$ cat config.mk
export PLATFORM = sky130hd
export DESIGN_NAME = diag_evt_irq_agg
export DESIGN_NICKNAME = d
export VERILOG_FILES = /design/src/rtl/diag_irq_pkg.sv /design/src/rtl/diag_edge_detect.sv /design/src/rtl/diag_pend_bank.sv /design/src/rtl/diag_reg_port.sv /design/src/rtl/diag_evt_irq_agg.sv
export SDC_FILE = /design/constraint.sdc
export NUM_CORES = 1
export LEC_CHECK = 0
export BUFFER_PORTS_ARGS = -buffer_cell sky130_fd_sc_hd__buf_2
export CAP_MARGIN = 0
export CORE_MARGIN = 8
export CORE_UTILIZATION = 45
export CTS_CLUSTER_DIAMETER = 150
export DETAILED_ROUTE_END_ITERATION = 6
export PLACE_DENSITY = 0.7
export SLEW_MARGIN = 20
export SYNTH_ARGS = -nofsm -noshare
export SYNTH_HDL_FRONTEND = slang
export SYNTH_SLANG_ARGS = --single-unit
$ cat constraint.sdc
create_clock -name clk -period 3 [get_ports clk]
set_input_delay 0.9 -clock clk [delete_from_list [all_inputs] [get_ports clk]]
set_output_delay 0.9 -clock clk [all_outputs]
set_load 0.005 [all_outputs]
$ cat src/rtl/diag_irq_pkg.sv
// Shared definitions for the diagnostic event interrupt aggregator.
// Assumes a two-bit word address on the register port.
package diag_irq_pkg;
    typedef enum logic [1:0] {
        REG_LIVE = 2'd0,
        REG_POL  = 2'd1,
        REG_EN   = 2'd2,
        REG_PEND = 2'd3
    } reg_sel_e;
endpackage

$ cat src/rtl/diag_edge_detect.sv
// Per-bit transition detector.
// Compares each input with its value sampled on the previous clock. Bits
// below N_POL use a polarity select (0 rising, 1 falling). The remaining bits
// detect rising transitions only.
// Assumes the inputs are already synchronous to clk.
module diag_edge_detect #(
    parameter int N_EVT = 11,
    parameter int N_POL = 8
) (
    input  logic             clk,
    input  logic [N_EVT-1:0] sig_i,
    input  logic [N_POL-1:0] fall_sel_i,
    output logic [N_EVT-1:0] evt_o
);
    logic [N_EVT-1:0] prev_q;

    // Hold the previous level. No reset: the register tracks the inputs during reset too.
    always_ff @(posedge clk) begin
        prev_q <= sig_i;
    end

    for (genvar i = 0; i < N_EVT; i++) begin : g_bit
        if (i < N_POL) begin : g_sel
            assign evt_o[i] = fall_sel_i[i] ? (prev_q[i] & ~sig_i[i])
                                            : (~prev_q[i] & sig_i[i]);
        end else begin : g_rise
            assign evt_o[i] = ~prev_q[i] & sig_i[i];
        end
    end
endmodule

$ cat src/rtl/diag_pend_bank.sv
// Sticky pending flags with write-one-to-clear.
// A new event on a bit takes priority over a clear of that bit in the same cycle.
module diag_pend_bank #(
    parameter int N_EVT = 11
) (
    input  logic             clk,
    input  logic             rst_n,
    input  logic [N_EVT-1:0] evt_i,
    input  logic [N_EVT-1:0] clr_i,
    output logic [N_EVT-1:0] pend_o
);
    logic [N_EVT-1:0] pend_q;

    // Latch events and apply clears. Set wins over clear.
    always_ff @(posedge clk) begin
        if (!rst_n) pend_q <= '0;
        else        pend_q <= (pend_q & ~clr_i) | evt_i;
    end

    assign pend_o = pend_q;
endmodule

$ cat src/rtl/diag_reg_port.sv
// Register port: holds the polarity and enable registers, decodes the pending
// clear, and multiplexes read data.
// Assumes DATA_W > N_EVT. Unused write-data bits are ignored.
module diag_reg_port
    import diag_irq_pkg::*;
#(
    parameter int N_EVT  = 11,
    parameter int N_POL  = 8,
    parameter int DATA_W = 16
) (
    input  logic              clk,
    input  logic              rst_n,
    input  logic              wr_i,
    input  logic [1:0]        addr_i,
    input  logic [DATA_W-1:0] wdata_i,
    input  logic [N_EVT-1:0]  live_i,
    input  logic [N_EVT-1:0]  pend_i,
    output logic [N_POL-1:0]  pol_o,
    output logic [N_EVT-1:0]  en_o,
    output logic [N_EVT-1:0]  clr_o,
    output logic [DATA_W-1:0] rdata_o
);
    reg_sel_e         sel;
    logic [N_POL-1:0] pol_q;
    logic [N_EVT-1:0] en_q;
    logic             unused_wdata;

    assign sel          = reg_sel_e'(addr_i);
    assign unused_wdata = ^wdata_i[DATA_W-1:N_EVT];

    // Write the polarity and enable registers.
    always_ff @(posedge clk) begin
        if (!rst_n) begin
            pol_q <= '0;
            en_q  <= '0;
        end else if (wr_i) begin
            if (sel == REG_POL) pol_q <= wdata_i[N_POL-1:0];
            if (sel == REG_EN)  en_q  <= wdata_i[N_EVT-1:0];
        end
    end

    // Turn a write to the pending address into a clear vector.
    always_comb begin
        clr_o = '0;
        if (wr_i && sel == REG_PEND) clr_o = wdata_i[N_EVT-1:0];
    end

    // Select read data, zero-extended.
    always_comb begin
        rdata_o = '0;
        unique case (sel)
            REG_LIVE: rdata_o[N_EVT-1:0] = live_i;
            REG_POL:  rdata_o[N_POL-1:0] = pol_q;
            REG_EN:   rdata_o[N_EVT-1:0] = en_q;
            REG_PEND: rdata_o[N_EVT-1:0] = pend_i;
            default:  rdata_o = '0;
        endcase
    end

    assign pol_o = pol_q;
    assign en_o  = en_q;
endmodule

$ cat src/rtl/diag_evt_irq_agg.sv
// Top level: collects transitions on the diagnostic inputs into pending flags
// and drives one registered interrupt from the enabled pending flags.
// Assumes diag_in is synchronous to clk. The reset is synchronous and active-low.
module diag_evt_irq_agg #(
    parameter int N_EVT  = 11,
    parameter int N_POL  = 8,
    parameter int DATA_W = 16
) (
    input  logic              clk,
    input  logic              rst_n,
    input  logic [N_EVT-1:0]  diag_in,
    input  logic              reg_wr,
    input  logic [1:0]        reg_addr,
    input  logic [DATA_W-1:0] reg_wdata,
    output logic [DATA_W-1:0] reg_rdata,
    output logic              irq_o
);
    logic [N_EVT-1:0] evt_w;
    logic [N_EVT-1:0] clr_w;
    logic [N_EVT-1:0] pend_w;
    logic [N_EVT-1:0] en_w;
    logic [N_POL-1:0] pol_w;
    logic             irq_q;

    diag_edge_detect #(.N_EVT(N_EVT), .N_POL(N_POL)) edge_i (
        .clk        (clk),
        .sig_i      (diag_in),
        .fall_sel_i (pol_w),
        .evt_o      (evt_w)
    );

    diag_pend_bank #(.N_EVT(N_EVT)) pend_i (
        .clk    (clk),
        .rst_n  (rst_n),
        .evt_i  (evt_w),
        .clr_i  (clr_w),
        .pend_o (pend_w)
    );

    diag_reg_port #(.N_EVT(N_EVT), .N_POL(N_POL), .DATA_W(DATA_W)) regs_i (
        .clk     (clk),
        .rst_n   (rst_n),
        .wr_i    (reg_wr),
        .addr_i  (reg_addr),
        .wdata_i (reg_wdata),
        .live_i  (diag_in),
        .pend_i  (pend_w),
        .pol_o   (pol_w),
        .en_o    (en_w),
        .clr_o   (clr_w),
        .rdata_o (reg_rdata)
    );

    // Register the OR of the enabled pending flags.
    always_ff @(posedge clk) begin
        if (!rst_n) irq_q <= 1'b0;
        else        irq_q <= |(pend_w & en_w);
    end

    assign irq_o = irq_q;
endmodule

==> results of run 1 <==
## per-layer routing
| layer | wire [um] | global-route usage | up-vias | share of wire |
|---|---|---|---|---|
| li1 | - | - | 711 | - |
| met1 | 1960 | 0.161 | 683 | 0.46 |
| met2 | 1990 | 0.218 | 45 | 0.46 |
| met3 | 335 | 0.0541 | 2 | 0.078 |
| met4 | 25 | 0.0589 | 0 | 0.0058 |
| met5 | 0 | 0 | - | 0 |
## worst min-delay path by stage
stage | from | end | slack [ps] | cells past startpoint
finish | edge_i.prev_q[5] | pend_i.pend_o[5] | 520 | 2
global route | edge_i.prev_q[4] | pend_i.pend_o[4] | 550 | 2
CTS | edge_i.prev_q[4] | pend_i.pend_o[4] | 520 | 2
detailed placement | edge_i.prev_q[4] | pend_i.pend_o[4] | 500 | 2
global placement | edge_i.prev_q[4] | pend_i.pend_o[4] | 490 | 2
floorplan | pend_i.pend_o[8] | pend_i.pend_o[8] | 470 | 2
## through the flow
stage / setup WS (ps) / cell area (sq um) / std cells
global route: 147 / 2220 / 262
floorplan: 459 / 1930 / 179
CTS: 176 / 2220 / 262
detailed placement: 186 / 2080 / 254
global placement: 190 / 2080 / 254
finish: 172 / 2220 / 262
## cell usage after synthesis
cell / count
sky130_fd_sc_hd__inv_1: 2
sky130_fd_sc_hd__nand3b_4: 1
sky130_fd_sc_hd__a22o_1: 5
sky130_fd_sc_hd__mux4_1: 3
sky130_fd_sc_hd__a222oi_1: 1
sky130_fd_sc_hd__nor2b_1: 10
sky130_fd_sc_hd__o31a_1: 1
sky130_fd_sc_hd__nand4_1: 10
sky130_fd_sc_hd__buf_6: 2
sky130_fd_sc_hd__nor2_1: 31
sky130_fd_sc_hd__buf_2: 1
sky130_fd_sc_hd__mux2_2: 3
sky130_fd_sc_hd__a31oi_1: 1
sky130_fd_sc_hd__buf_4: 9
sky130_fd_sc_hd__nand2_1: 1
sky130_fd_sc_hd__mux2i_1: 19
sky130_fd_sc_hd__a41oi_1: 1
sky130_fd_sc_hd__a21oi_1: 3
sky130_fd_sc_hd__buf_12: 1
sky130_fd_sc_hd__dfxtp_1: 42
sky130_fd_sc_hd__conb_1: 1
sky130_fd_sc_hd__clkbuf_1: 3
sky130_fd_sc_hd__a221oi_1: 9
sky130_fd_sc_hd__clkbuf_8: 1
sky130_fd_sc_hd__mux4_2: 5
sky130_fd_sc_hd__nand3b_1: 1
sky130_fd_sc_hd__nor3b_1: 8
## report_power, final
group / internal (mW) / switching (mW) / total, mW / leakage [nW]
Combinational: 0.0738 / 0.0696 / 0.143 / 0.624
Clock: 0.355 / 0.190 / 0.545 / 0.0714
Sequential: 0.586 / 0.0201 / 0.606 / 0.347
## cell families after synthesis
kind of cell    synth area share
compound gates            0.0897
buf+inv                   0.0772
flops                      0.440
mux                        0.217
other cells              0.00196
simple gates               0.174
## critical path: cells and delay by family
kind	cells	cell delay, ps
buf+inv	3	430
mux	1	580
## registers in the layout, summed over array words and instances (netlist names)
register / cells
edge_i.prev_q: 11
pend_i.pend_o: 11
regs_i.en_o: 11
regs_i.pol_o: 8
irq_o: 1
## area by class of cell
class,instances,area (sq um),area share
clock buffers,6,82.6,0.0371
clock inverters,2,60.1,0.0270
inverters,2,7.51,0.00337
multi-input cells,118,938,0.422
flip-flops and latches,42,841,0.378
well taps,50,62.6,0.0281
repair buffers,42,233,0.105
==> impl_metrics.py, run 1 <==
metrics = {
    "synthesis": {
        "ys_warn_count": 0,
        "ys_top_cells_by_area": "sky130_fd_sc_hd__dfxtp_1 (44%), sky130_fd_sc_hd__mux2i_1 (9.9%), sky130_fd_sc_hd__nor2_1 (6.1%)",
        "synth_top_area_cell": "sky130_fd_sc_hd__dfxtp_1",
        "postSynthAreaPerCell_sq_um": 10.9,
        "synth_cell_types": 27,
        "synth_top_area_frac": 0.440,
        "syn-instance-count": 175,
        "synth.cell_area_sq_mm": 0.00191,
        "synth-seq-area-share": 0.440,
        "postSynthRegisterBits": 42,
    },
    "timing": {
        "final.hold.worst_slack_ps": 515,
        "max_freq_mhz": 354,
        "rsz0062_at_grt": "false",
        "worst-slew-pin-transition_ps": 636,
        "fin_tns_setup_ps": 0,
        "final_hold_viol_count": 0,
        "finClkSkew_ps": 8.43,
        "final-max-slew-violation-count": 0,
        "timing.final.crit_period_ps": 2830,
        "ratio_of_final_minimum_period_to_clock_period": 0.943,
        "setup_viol": 0,
        "slew_headroom": 0.575,
    },
    "clock_tree": {
        "clk_path_buf_depth": 2,
        "post_cts.repair.setup_buffers": 0,
        "clk_transition_reported_paths_ps": 80,
        "tritoncts": "yes",
        "hold_bufs_at_cts": 0,
        "root_buffer": "sky130_fd_sc_hd__clkbuf_8",
        "cts_resized": 0,
        "clock_latency_ps": 290,
        "cts_buffers": 5,
        "cts.htree.levels": 2,
        "tritoncts_num_sinks": 42,
    },
    "worst_setup_path": {
        "worst_r2r_startpoint": "pend_i.pend_o[9]",
        "reg2reg_setup_slack_ps": 1870,
        "crit_required_ps": 2100,
        "worstReg2RegEnd": "irq_o",
        "critical-path-slowest-cell": "sky130_fd_sc_hd__mux4_1",
        "crit_chain": "buf_2 -> buf_12 -> mux4_1 -> buf_2",
        "worstPathArrival_ps": 1930,
        "setup.worst_path.start_class": "primary input",
        "crit_path_frequent_cell": "sky130_fd_sc_hd__buf_2",
        "critical_path.max_stage_delay_ps": 580,
        "worstSetupEndpointType": "primary output",
        "critical_path.max_fanout": 25,
        "timing.reg2reg.worst_path_depth": 3,
        "crit_type": "in2out",
        "critPathCapture": "reg_rdata[1]",
        "setup.worst_path.start": "reg_addr[1]",
    },
    "floorplanning": {
        "die-area_sq_mm": 0.00659,
        "io_pins": 49,
        "core_area_sq_mm": 0.00406,
        "dieWidth_um": 81.2,
        "die-height_um": 81.2,
        "initial_utilization": 0.471,
        "num_rows": 23,
    },
    "global_route": {
        "first_pass_grt_wire_length_um": 6920,
        "grt_start_max_net_pins": 31,
        "grt.total_usage": 0.137,
        "grt_pass1_vias": 1414,
        "globalRoute.totalOverflow": 0,
        "grt_antenna_before_repair": 0,
    },
    "placed_design": {
        "io_buffer_count": 38,
        "gpl.final_weighted_congestion": 0.689,
        "dp_hpwl_um": 2970,
    },
    "finish": {
        "n_antenna_cell": 0,
        "final_core_util": 0.548,
        "layout_commonest_cell": "sky130_fd_sc_hd__dfxtp_1",
        "areaGrowthSynthToFinish_pct": 16.4,
        "n_fill_cell": 353,
        "num-nets-final": 243,
        "layout_common_cells": "sky130_fd_sc_hd__dfxtp_1 (42), sky130_fd_sc_hd__buf_2 (38), sky130_fd_sc_hd__nor2_1 (31)",
        "post_route_cells_drive_above_1_share": 0.278,
    },
    "detailed_routing": {
        "drt-total-wl_um": 4310,
        "detail-route-antenna-nets": 0,
        "routed_via_density": 5.50,
        "drt_drc_violations_left": 0,
        "drtPass1Iterations": 4,
        "wl_per_cell_um": 16.5,
        "number_of_vias_after_detailed_routing": 1441,
        "detailedRoute.firstIterationViolations": 116,
    },
    "pwr": {
        "power.density_mw_per_mm2": 582,
        "power.total_mw": 1.29,
        "leakage_nw": 1.04,
        "power.ir.vdd_worst_mv": 0.325,
    },
    "hold_path": {
        "min_path_type": "reg2reg",
    },
    "flow_run": {
        "maxCapViolCount": 0,
    },
    "run_status": {
        "outcome": "complete, no violations",
    },
}
No activity file was read; power rests on OpenSTA's default activity.
==> run 2: changes to the inputs <==
--- a/config.mk
+++ b/config.mk
@@ -5,7 +5,7 @@
 export SDC_FILE = /design/constraint.sdc
 export NUM_CORES = 1
 export LEC_CHECK = 0
-export BUFFER_PORTS_ARGS = -buffer_cell sky130_fd_sc_hd__buf_2
+export BUFFER_PORTS_ARGS = -buffer_cell sky130_fd_sc_hd__clkbuf_2
 export CAP_MARGIN = 0
 export CORE_MARGIN = 8
 export CORE_UTILIZATION = 45
==> constraint.sdc (replaced) <==
create_clock -name clk -period 3 [get_ports clk]
set_input_delay 0.45 -clock clk [delete_from_list [all_inputs] [get_ports clk]]
set_output_delay 0.45 -clock clk [all_outputs]
set_load 0.005 [all_outputs]
==> run 2 against run 1 <==
Design area down 4.0%. Critical path type unchanged. Highest routed layer unchanged. Largest cell class unchanged. Die area stayed put. Sequential power about the same. Worst hold slack got worse by 240 ps. Utilization is 2.2 points lower. Global-route usage is 1.4 points lower. Flip-flop and latch count stayed put. First-iteration DRC count down 23%. Via count decreased by 0.35%. Register-to-register slack is essentially flat. Setup slack better by 640 ps.
==> impl_metrics.py, run 2 (same netlist as run 1, synthesis figures left out) <==
metrics = {
    "run_status": {
        "outcome": "complete, no violations",
    },
    "timing": {
        "fin_tns_setup_ps": 0,
        "max_freq_mhz": 456,
        "final_hold_viol_count": 0,
        "final.hold.worst_slack_ps": 278,
        "timing.final.crit_period_ps": 2190,
        "finClkSkew_ps": 9.77,
        "worst-slew-pin-transition_ps": 942,
        "ratio_of_final_minimum_period_to_clock_period": 0.730,
        "slew_headroom": 0.372,
        "final-max-slew-violation-count": 0,
        "rsz0062_at_grt": "false",
        "setup_viol": 0,
    },
    "clock_tree": {
        "post_cts.repair.setup_buffers": 0,
        "root_buffer": "sky130_fd_sc_hd__clkbuf_8",
        "clock_latency_ps": 300,
        "clk_transition_reported_paths_ps": 80,
        "hold_bufs_at_cts": 0,
        "cts.htree.levels": 2,
        "tritoncts_num_sinks": 42,
        "tritoncts": "yes",
        "clk_path_buf_depth": 2,
        "cts_resized": 0,
        "cts_buffers": 5,
    },
    "worst_setup_path": {
        "worstPathArrival_ps": 1740,
        "crit_required_ps": 2550,
        "critical_path.max_fanout": 25,
        "crit_family": "multiplexers",
        "worst-path-buf-inv": 2,
        "worstSetupEndpointType": "primary output",
        "critical_path.max_stage_delay_ps": 650,
        "critical-path-slowest-cell": "sky130_fd_sc_hd__mux4_1",
        "crit_type": "in2out",
        "crit_chain": "clkbuf_2 -> mux4_1 -> clkbuf_2",
        "crit_path_frequent_cell": "sky130_fd_sc_hd__clkbuf_2",
        "setup.worst_path.start_class": "primary input",
    },
    "pwr": {
        "power.total_mw": 1.12,
        "power.density_mw_per_mm2": 526,
        "leakage_nw": 0.994,
        "power.ir.vdd_worst_mv": 0.287,
    },
    "floorplanning": {
        "die-height_um": 81.2,
        "dieWidth_um": 81.2,
        "io_pins": 49,
        "num_rows": 23,
        "initial_utilization": 0.471,
        "core_area_sq_mm": 0.00406,
        "die-area_sq_mm": 0.00659,
    },
    "hold_path": {
        "min_path_type": "in2reg",
    },
    "finish": {
        "n_antenna_cell": 0,
        "layout_commonest_cell": "sky130_fd_sc_hd__dfxtp_1",
        "areaGrowthSynthToFinish_pct": 11.6,
        "multi_input_area_sq_um": 938,
        "register_area_sq_um": 841,
        "post_route_cells_drive_above_1_share": 0.264,
        "num-nets-final": 239,
        "n_fill_cell": 371,
        "layout_common_cells": "sky130_fd_sc_hd__dfxtp_1 (42), sky130_fd_sc_hd__clkbuf_2 (38), sky130_fd_sc_hd__nor2_1 (31)",
    },
    "detailed_routing": {
        "number_of_vias_after_detailed_routing": 1436,
        "routed_via_density": 5.57,
        "drtPass1Iterations": 4,
        "wl_per_cell_um": 15.5,
        "detailedRoute.firstIterationViolations": 89,
        "detail-route-antenna-nets": 0,
        "drt_drc_violations_left": 0,
        "drt-total-wl_um": 4000,
    },
    "global_route": {
        "grt_pass1_vias": 1382,
        "first_pass_grt_wire_length_um": 6250,
        "grt.total_usage": 0.123,
        "grt_antenna_before_repair": 0,
        "grt_start_max_net_pins": 31,
        "globalRoute.totalOverflow": 0,
    },
    "flow_run": {
        "maxCapViolCount": 0,
    },
    "placed_design": {
        "io_buffer_count": 38,
        "dp_hpwl_um": 2680,
        "gpl.final_weighted_congestion": 0.696,
    },
}
run 2: power by group:
group | internal [mW] | switching, mW | total, mW
Combinational | 0.0685 | 0.0675 | 0.136
Clock | 0.185 | 0.197 | 0.382
Sequential | 0.586 | 0.0192 | 0.605
Total | 0.839 | 0.283 | 1.12
run 2: area by class of cell:
type                       instances  area share
tap                               50      0.0293
timing repair buffer              38      0.0891
multi-input combinational        118       0.440
inverter                           2     0.00352
sequential                        42       0.394
clock inverter                     2     0.00586
clock buffer                       6      0.0387
run 2: per-layer routing:
metal	part of all wire	up-vias	GRT usage	wire, um
met2	0.45	43	0.191	1790
li1	-	699	-	-
met5	0	-	0	0
met3	0.078	4	0.0430	311
met1	0.47	690	0.150	1860
met4	0.0085	0	0.0589	34
run 2: worst paths after layout:
kind,startpoint,endpoint,slack (ps),cells after the start
max reg2reg,pend_i.pend_o[9],irq_o,1870,3
max,reg_addr[1],reg_rdata[1],810,3
min,diag_in[5],edge_i.prev_q[5],280,1
min reg2reg,edge_i.prev_q[5],pend_i.pend_o[5],520,2
run 2: metrics by stage:
step / area, sq um / util / worst slack [ps] / std cells
2_1_floorplan: 1930 / - / 1360 / 179
3_3_place_gp: 2040 / 0.503 / 797 / 250
3_5_place_dp: 2040 / 0.503 / 830 / 250
4_1_cts: 2130 / 0.526 / 805 / 258
5_1_grt: 2130 / 0.526 / 714 / 258
6_report: 2130 / 0.526 / 809 / 258
==> run 3: changes to the inputs <==
==> constraint.sdc (replaced) <==
create_clock -name clk -period 2.3 [get_ports clk]
set_input_delay 0.345 -clock clk [delete_from_list [all_inputs] [get_ports clk]]
set_output_delay 0.345 -clock clk [all_outputs]
set_load 0.005 [all_outputs]
==> run 3 against run 2 <==
Non-clock buffer count grew 7. Register-to-register slack lost 670 ps. Via count shrank 0.21%. Sequential share of layout area shrank 1.8 points. Die area is the same. Sequential power grew 30%. Critical path depth grew 1. Clock power grew 85%. Largest cell class unchanged.
==> impl_metrics.py, run 3 (same netlist as run 1, synthesis figures left out) <==
metrics = {
    "worst_setup_path": {
        "setup.worst_path.start_class": "primary input",
        "crit_type": "in2out",
        "critical_path.max_fanout": 11,
        "crit_required_ps": 1960,
        "worstSetupEndpointType": "primary output",
        "worstPathArrival_ps": 1560,
    },
    "finish": {
        "layout_common_cells": "sky130_fd_sc_hd__dfxtp_1 (42), sky130_fd_sc_hd__clkbuf_2 (38), sky130_fd_sc_hd__nor2_1 (31)",
        "n_antenna_cell": 0,
        "num-nets-final": 246,
        "areaGrowthSynthToFinish_pct": 16.9,
        "post_layout_nonfiller_instances": 265,
        "layout_commonest_cell": "sky130_fd_sc_hd__dfxtp_1",
        "post_route_cells_drive_above_1_share": 0.288,
        "postLayoutCellArea_sq_mm": 0.00223,
    },
    "placed_design": {
        "dp_hpwl_um": 2970,
        "dpl.cell_count": 257,
        "placedInstanceArea_sq_mm": 0.00209,
        "gpl.final_weighted_congestion": 0.734,
        "post-place-ws_ps": 437,
        "io_buffer_count": 38,
    },
    "clock_tree": {
        "cts.htree.levels": 2,
        "post_cts.repair.setup_buffers": 0,
        "tritoncts": "yes",
        "cts_buffers": 5,
        "root_buffer": "sky130_fd_sc_hd__clkbuf_8",
        "tritoncts_num_sinks": 42,
        "hold_bufs_at_cts": 0,
        "cts_resized": 0,
        "clock_latency_ps": 290,
        "clk_transition_reported_paths_ps": 80,
        "clk_path_buf_depth": 2,
    },
    "floorplanning": {
        "die-area_sq_mm": 0.00659,
        "die-height_um": 81.2,
        "initial_utilization": 0.471,
        "dieWidth_um": 81.2,
        "core_area_sq_mm": 0.00406,
        "io_pins": 49,
        "num_rows": 23,
    },
    "global_route": {
        "grt_pass1_vias": 1478,
        "first_pass_grt_wire_length_um": 6870,
        "grt_antenna_before_repair": 0,
        "globalRoute.totalOverflow": 0,
        "grt_start_max_net_pins": 31,
        "grt.total_usage": 0.132,
    },
    "detailed_routing": {
        "drt_drc_violations_left": 0,
        "detailedRoute.firstIterationViolations": 97,
        "detail-route-antenna-nets": 0,
        "routed_via_density": 5.41,
        "wl_per_cell_um": 15.8,
        "drt-total-wl_um": 4200,
        "drtPass1Iterations": 4,
        "number_of_vias_after_detailed_routing": 1433,
    },
    "timing": {
        "timing.final.crit_period_ps": 1900,
        "final_hold_viol_count": 0,
        "max_freq_mhz": 526,
        "finClkSkew_ps": 5.43,
        "rsz0062_at_grt": "false",
        "fin_tns_setup_ps": 0,
        "ratio_of_final_minimum_period_to_clock_period": 0.827,
        "setup_viol": 0,
        "final-max-slew-violation-count": 0,
        "setup_slack_ps": 398,
    },
    "pwr": {
        "power.total_mw": 1.68,
        "power.density_mw_per_mm2": 754,
        "power.ir.vdd_worst_mv": 0.454,
        "leakage_nw": 1.05,
    },
    "flow_run": {
        "maxCapViolCount": 0,
    },
    "hold_path": {
        "min_path_type": "in2reg",
    },
    "run_status": {
        "outcome": "complete, no violations",
    },
}
==> run 3: changes by cell type in the layout (fill, tap and decap cells not counted), sizes merged <==
cell,previous run,this run
clkinvlp,1,0
buf,0,7
clkinv,1,0
bufinv,0,2
==> run 3: worst max-delay path, stage by stage <==
cell and delay [ps]:
sky130_fd_sc_hd__clkbuf_2 290, sky130_fd_sc_hd__buf_4 200, sky130_fd_sc_hd__mux4_1 580, sky130_fd_sc_hd__clkbuf_2 140
==> run 3: through the flow <==
stage / hold slack, ps / util
after floorplan: 373 / -
after global placement: 473 / 0.516
after detailed placement: 478 / 0.516
after CTS: 174 / 0.551
after global routing: 182 / 0.551
final: 182 / 0.551
==> run 3: final timing paths <==
| check | end | slack, ps | cells after the start | startpoint |
|---|---|---|---|---|
| setup / recovery | reg_rdata[1] | 400 | 4 | reg_addr[1] |
| hold / removal | edge_i.prev_q[9] | 180 | 1 | diag_in[9] |
| setup reg to reg | irq_o | 1200 | 3 | pend_i.pend_o[9] |
| hold reg to reg | pend_i.pend_o[1] | 520 | 2 | edge_i.prev_q[1] |
==> run 3: layer usage <==
metal / vias up / wire (um) / GRT usage
met4: 0 / 40 / 0.0482
li1: 714 / - / -
met2: 39 / 1880 / 0.210
met5: - / 0 / 0
met1: 675 / 1980 / 0.163
met3: 5 / 299 / 0.0442
==> run 3: cell type report <==
cell class              instances  area [sq um]
inverters                       2          7.51
well taps                      50          62.6
multi-input cells             118           938
fillers                       371          1820
repair buffers                 45           243
flip-flops and latches         42           841
clock buffers                   6          82.6
clock inverters                 2          60.1
==> run 3: power by group <==
group / switching (mW) / internal [mW] / leakage [nW]
sequential: 0.0255 / 0.764 / 0.347
clock: 0.244 / 0.463 / 0.0714
combinational: 0.0917 / 0.0965 / 0.633
